==> src/rtl/ext_irq_sense.sv <==
module ext_irq_sense #(
  parameter int NLINES = 32,
  parameter int ADDR_W = 5
) (
  input  logic              clk,
  input  logic              rst_n,
  input  logic              psel,
  input  logic              penable,
  input  logic              pwrite,
  input  logic [ADDR_W-1:0] paddr,
  input  logic [31:0]       pwdata,
  output logic [31:0]       prdata,
  input  logic [NLINES-1:0] irq_in,
  output logic [NLINES-1:0] irq_out
);

  localparam logic [2:0] A_BLOCK = 3'd0;
  localparam logic [2:0] A_ROUTE = 3'd1;
  localparam logic [2:0] A_PEND  = 3'd2;
  localparam logic [2:0] A_RAW   = 3'd3;
  localparam logic [2:0] A_ACK   = 3'd4;
  localparam logic [2:0] A_POL   = 3'd5;
  localparam logic [2:0] A_MODE  = 3'd6;
  localparam logic [2:0] A_SWSET = 3'd7;

  logic [NLINES-1:0] mask_q, route_q, pol_q, mode_q, lat_q;
  logic [NLINES-1:0] s1_q, s2_q, s3_q;
  logic [NLINES-1:0] active, prev_active, edge_evt, ack, swset, raw;
  logic [2:0]        sel;
  logic              wr;

  assign sel = paddr[4:2];
  assign wr  = psel & penable & pwrite;

  assign ack   = (wr && sel == A_ACK)   ? pwdata[NLINES-1:0] : '0;
  assign swset = (wr && sel == A_SWSET) ? pwdata[NLINES-1:0] : '0;

  assign active      = ~(s2_q ^ pol_q);
  assign prev_active = ~(s3_q ^ pol_q);
  assign edge_evt    = active & ~prev_active & mode_q;

  assign raw     = lat_q | (active & ~mode_q);
  assign irq_out = raw & ~mask_q;

  always_ff @(posedge clk) begin
    if (!rst_n) begin
      s1_q <= '0;
      s2_q <= '0;
      s3_q <= '0;
    end else begin
      s1_q <= irq_in;
      s2_q <= s1_q;
      s3_q <= s2_q;
    end
  end

  always_ff @(posedge clk) begin
    if (!rst_n) begin
      mask_q  <= '1;
      route_q <= '0;
      pol_q   <= '0;
      mode_q  <= '0;
    end else if (wr) begin
      case (sel)
        A_BLOCK: mask_q  <= pwdata[NLINES-1:0];
        A_ROUTE: route_q <= pwdata[NLINES-1:0];
        A_POL:   pol_q   <= pwdata[NLINES-1:0];
        A_MODE:  mode_q  <= pwdata[NLINES-1:0];
        default: ;
      endcase
    end
  end

  always_ff @(posedge clk) begin
    if (!rst_n) lat_q <= '0;
    else        lat_q <= (lat_q & ~ack) | edge_evt | swset;
  end

  always_comb begin
    prdata = '0;
    if (psel && !pwrite) begin
      case (sel)
        A_BLOCK: prdata[NLINES-1:0] = mask_q;
        A_ROUTE: prdata[NLINES-1:0] = route_q;
        A_PEND:  prdata[NLINES-1:0] = irq_out;
        A_RAW:   prdata[NLINES-1:0] = raw;
        A_POL:   prdata[NLINES-1:0] = pol_q;
        A_MODE:  prdata[NLINES-1:0] = mode_q;
        default: prdata = '0;
      endcase
    end
  end

endmodule

==> config.mk <==
export PLATFORM = sky130hd
export DESIGN_NAME = ext_irq_sense
export DESIGN_NICKNAME = d
export VERILOG_FILES = /design/src/rtl/ext_irq_sense.sv
export SDC_FILE = /design/constraint.sdc
export NUM_CORES = 1
export LEC_CHECK = 0
export CAP_MARGIN = 5
export CORE_ASPECT_RATIO = 1.1
export CORE_UTILIZATION = 50
export DETAILED_ROUTE_END_ITERATION = 12
export HOLD_SLACK_MARGIN = 0.1
export PLACE_DENSITY_LB_ADDON = 0.15
export SKIP_LAST_GASP = 1
export SYNTH_ARGS = -nofsm -noshare
export SYNTH_HDL_FRONTEND = slang
export SYNTH_SLANG_ARGS = --single-unit
export TNS_END_PERCENT = 100
==> constraint.sdc <==
create_clock -name clk -period 1.2 [get_ports clk]
set_input_delay 0.12 -clock clk [delete_from_list [all_inputs] [get_ports clk]]
set_output_delay 0.12 -clock clk [all_outputs]
set_load 0.05 [all_outputs]
== Word level (Yosys, flattened, before mapping) ==
Index checks and enable logic that the tools add are counted.

* $add $sub $neg: 0
* $mul: 0
* Divide/modulo/power cells: 0
* $lt $le $gt $ge: 0
* Eq/ne operators: 7
* Shifts and indexed selects: 0
* Mux-type cells: 4
* Bitwise logic cells: 18
* Reduce and logical (&&, ||, !) cells: 9

{| class="wikitable"
|+ Operator list
! kind !! count
|-
| inverter 32 bit || 6
|-
| case mux 32 bit (6 select lines) || 1
|-
| bitwise AND 32 bit || 5
|-
| 2-to-1 mux 32 bit || 3
|-
| bitwise OR 32 bit || 3
|-
| XOR 32 bit || 2
|-
| equality test 3 bit, second input constant || 4
|-
| AND reduction 2 bit || 4
|-
| equality test 3 x 2 -> 1 bit, second input constant || 2
|-
| equality test 3 x 1 -> 1 bit, second input constant || 1
|-
| logical AND 1 bit || 3
|-
| zero test 3 bit || 1
|-
| bitwise AND 1 bit || 2
|-
| zero test 1 bit || 1
|}

* Bits in registers: 256
* Bits in latches: 0
* Memory bits (writable): 0
* Memory bits (read-only): 0
* Output and inout bits: 64
* Memories: 0

== Logic depth before layout (Yosys ltp) ==
* Depth after elaboration: 8
* Depth in mapped cells: 7
* Depth with buffers taken out: 4

== Worst setup path after synthesis ==
No wires, ideal clock.

* Path kind: input -> output
* From: input port paddr[4]
* To: output port prdata[10]
* Arrival time: 1.741 ns
* Data required time: 1.080 ns
* Setup slack: -0.661 ns
* Stages on the path: 6
* Path buffers: 2
* Cells stage by stage: buf_2 -> nand2b_1 -> clkbuf_1 -> a21oi_1 -> o21ai_0 -> a31oi_1

* Word-level cells in the longest chain between the ends: 3
* Elaborated cells between the ends (all ways): 8
* Those cells by class: 5 x eq/ne; 2 x mux; 1 x reduce/logical

{| class="wikitable"
|+ Ends and longest elaborated chain
! item !! RTL line !! text
|-
| start: declaration || 10 || <nowiki>input logic [ADDR_W-1:0] paddr,</nowiki>
|-
| equality test 3 bit (tied with other cells) || 82 || <nowiki>case (sel)</nowiki>
|-
| case mux 32 bit (6 select lines) (*) || 82 ||
|-
| 2-to-1 mux 32 bit (*) || 81 || <nowiki>if (psel && !pwrite) begin</nowiki>
|-
| end: declaration || 12 || <nowiki>output logic [31:0] prdata,</nowiki>
|}

Every way passes the cells marked *; elsewhere a longest branch is shown, timed or not.

== Worst setup path in the final report ==
* From: register s2_q[10]
* To: output port irq_out[10]

* Word-level cells in the longest chain between the ends: 5

{| class="wikitable"
|+ Ends and longest elaborated chain
! item !! RTL line !! text
|-
| start: declaration || 27 || <nowiki>logic [NLINES-1:0] s1_q, s2_q, s3_q;</nowiki>
|-
| start signal: assignment || 52 || <nowiki>s2_q <= s1_q;</nowiki>
|-
| XOR 32 bit || 38 || <nowiki>assign active = ~(s2_q ^ pol_q);</nowiki>
|-
| inverter 32 bit || 38 ||
|-
| bitwise AND 32 bit || 42 || <nowiki>assign raw = lat_q | (active & ~mode_q);</nowiki>
|-
| bitwise OR 32 bit || 42 ||
|-
| bitwise AND 32 bit || 43 || <nowiki>assign irq_out = raw & ~mask_q;</nowiki>
|-
| end: declaration || 14 || <nowiki>output logic [NLINES-1:0] irq_out</nowiki>
|}

No other way between the ends.

==> flow_summary.toml <==
[run_status]
status = "finished with violations"
violations = "setup timing"

[route]
drt-vias-per-instance = 5.72
drtIter0Drc = 735
routedWlPerCell_um = 18.7
routed.top_layer = "met4"
wl_met1_mm = 14.6
ant_nets = 0
vias = 11143
wl_met3_mm = 2.51
wl_met2_mm = 18.0
drc = 0
drt-total-wl_mm = 36.4
first_pass_iters = 6

[yosys]
synthXorXnorAreaFrac_pct = 0.0776
syn_avg_cell_area_um2 = 8.28
syn-num-nets = 1437
syn_inst = 1363
synthSimpleGateAreaFrac_pct = 22.4
synth_edf_count = 0
async_flop_share_pct = 0
synthAdderAreaFrac_pct = 0
synthMuxAreaShare_pct = 5.68
yosys_most_used_dff = "dfxtp_1"
ys_seq_area_share_pct = 45.4
synthesis.area_mm2 = 0.0113
synth_compound_area_share_pct = 21.7
yosys_warnings = 0
synth_top_family_by_area = "simple AND/OR/NAND/NOR gates"
synth-seq-cells = 256
ys_types = 34

[setup_path]
cp_data_arrival_time_ns = 1.74
ff2ff_path_depth = 5
worstReg2RegEnd = "lat_q[18]$_SDFF_PN0_"
startpoint_type = "flop"
r2r-start = "s2_q[18]$_SDFF_PN0_"
cp-end-kind = "output port"
criticalPathCategory = "reg2out"
path_max_fanout = 3
crit_top_cell = "nor2_4"
max_stage_delay_ns = 0.34
slowest_stage = "dfxtp_2"
required_ns = 1.08
cp_cell_sequence = "or2_4 > a21oi_4 > buf_6 > nor2_4 > nor2_4 > buf_12"
rrSetupSlack_ns = 0.05

[final_layout]
antenna_cells = 0
layout-drive-gt1-share_pct = 36.0
ff_latch_area_mm2 = 0.00519
nNetsFinal = 1707
fillers = 1363
multiInputGateArea_mm2 = 0.00711
synthToLayoutAreaGrowth_pct = 56.9

[min_path]
holdCritStartpoint = "irq_in[24]"
hold_depth = 2
hold_path_class = "in2reg"
holdPathEnd = "s1_q[24]$_SDFF_PN0_"

[power_and_ir_drop]
p_leak_nw = 6.74
peakVddDrop_uv = 1120
total_power_mw = 20.1
p_per_area_mw_per_mm2 = 1140

[clocking]
clk_pin_slew_worst_paths_ns = 0.06
insertion_delay_ns = 0.54
numCtsBuffers = 28
clockBufferDepth = 3
cts_tree = "yes"
cts.sinks = 256
root_buffer = "clkbuf_16"
htreeDepth = 1

[die]
num_io_pins = 138
die-width_um = 145
core-area_mm2 = 0.0221
die_h_um = 160
die-area_mm2 = 0.0232
row_count = 57
start_util_pct = 51.0

[sta]
relSlewSlack_pct = 72.3
tightest_slew_ns = 0.416
fin_crit_sh_pct = 155
clock_skew_ns = 0.00918
hold_viol_final = 0
rsz0062_at_grt = "yes"
fin_crit_ns = 1.86
worst_slack_ns = -0.664
setup_viol = 64
maxSlewViolCount = 0
max_freq_mhz = 536

[grt]
grt_pass1_vias = 11229
grt_overflow = 0
track_usage_pct = 30.8
grt_max_degree = 50
antenna_found_initial = 0
grt_pass1_wl_mm = 57.3

[job]
drv_cap = 0

[placement]
gp_congestion = 0.849
hpwl_mm = 22.2
io_buffers = 135
post-place-ws_ns = -0.777
-- registers in the layout, summed over array words and instances, names as in the netlist --
register	flops
lat_q	32
mask_q	32
mode_q	32
pol_q	32
route_q	32
s1_q	32
s2_q	32
s3_q	32
-- cell usage in the layout, fill, tap and decap left out, types with 36 or more instances in the layout --
master,n
nand2_1,232
dfxtp_1,206
buf_4,141
and2_1,96
buf_12,90
clkdlybuf4s50_1,64
mux2i_1,63
a21boi_1,62
dfxtp_2,50
nor2_4,36
nand3_1,36
-- critical path, delay by kind of cell (launching register included) --
family                 cells  cell delay, ns
AO/OA/AOI/OAI              1            0.16
buffers and inverters      2            0.28
flip-flops                 1            0.34
AND/OR/NAND/NOR            3            0.43
-- layer usage --
| layer | global-route usage, % | vias to the layer above |
|---|---|---|
| met5 | 0 | - |
| met3 | 4.38 | 99 |
| met1 | 37.6 | 5419 |
| met4 | 12.1 | 0 |
| li1 | - | 5192 |
| met2 | 54.5 | 433 |
-- power by group --
part / internal, mW / total (mW) / switching (mW)
Sequential: 8.68 / 8.79 / 0.108
Combinational: 1.18 / 2.44 / 1.26
Clock: 5.38 / 8.88 / 3.50
Total: 15.2 / 20.1 / 4.87
-- area by class of cell --
cell class | instances | area share (%)
timing repair buffer | 334 | 22.3
tap | 295 | 2.09
sequential | 256 | 29.3
clock buffer | 42 | 4.88
multi-input combinational | 982 | 40.2
clock inverter | 9 | 0.573
inverter | 31 | 0.657
-- synth_stat cells (all sizes together) (33+ instances only) --
cell type  number  share of area, %
a21boi         94               6.3
a21oi          64               2.8
and2           98               5.4
buf            48               2.2
clkbuf         46               1.5
dfxtp         256                45
mux2i          64               5.7
nand2         262               8.7
nand2b         33               1.8
nand3          36               1.6
nor2           66               2.2
o21ai          94               4.2
-- worst max path at each step --
stage | from | cells past startpoint | end
finish | s2_q[10]$_SDFF_PN0_ | 6 | irq_out[10]
global route | s2_q[10]$_SDFF_PN0_ | 6 | irq_out[10]
CTS | pol_q[4]$_SDFFE_PN0P_ | 6 | irq_out[4]
detailed placement | psel | 7 | mask_q[18]$_SDFFE_PN1P_
global placement | psel | 7 | mask_q[15]$_SDFFE_PN1P_
floorplan | paddr[2] | 6 | prdata[10]
-- cell families after synthesis --
group,count (synthesis)
simple gates,539
compound gates,378
flops,256
buf+inv,125
mux,64
xor+xnor,1
-- stage by stage --
stage / utilization, % / hold WS (ns) / setup TNS [ns] / instance area, um2 / instances
2_1_floorplan: - / 0.244 / -7.35 / 12400 / 1363
5_1_grt: 80.1 / 0.158 / -41.42 / 17700 / 1949
4_1_cts: 79.7 / 0.140 / -38.91 / 17600 / 1948
3_3_place_gp: 72.4 / 0.415 / -105.87 / 16000 / 1890
6_report: 80.1 / 0.155 / -38.43 / 17700 / 1949
3_5_place_dp: 72.4 / 0.418 / -112.52 / 16000 / 1890
-- timing repair --
action                                 in CTS  in global routing
gates resized for setup                   187                 23
buffers inserted                            5                  0
pin swaps                                 102                  6
gates cloned                                1                  1
setup endpoints to repair                 152                 68
endpoints found under the hold margin      29                  0
hold buffers                                1                  0
(Power assumes the default switching activity.)
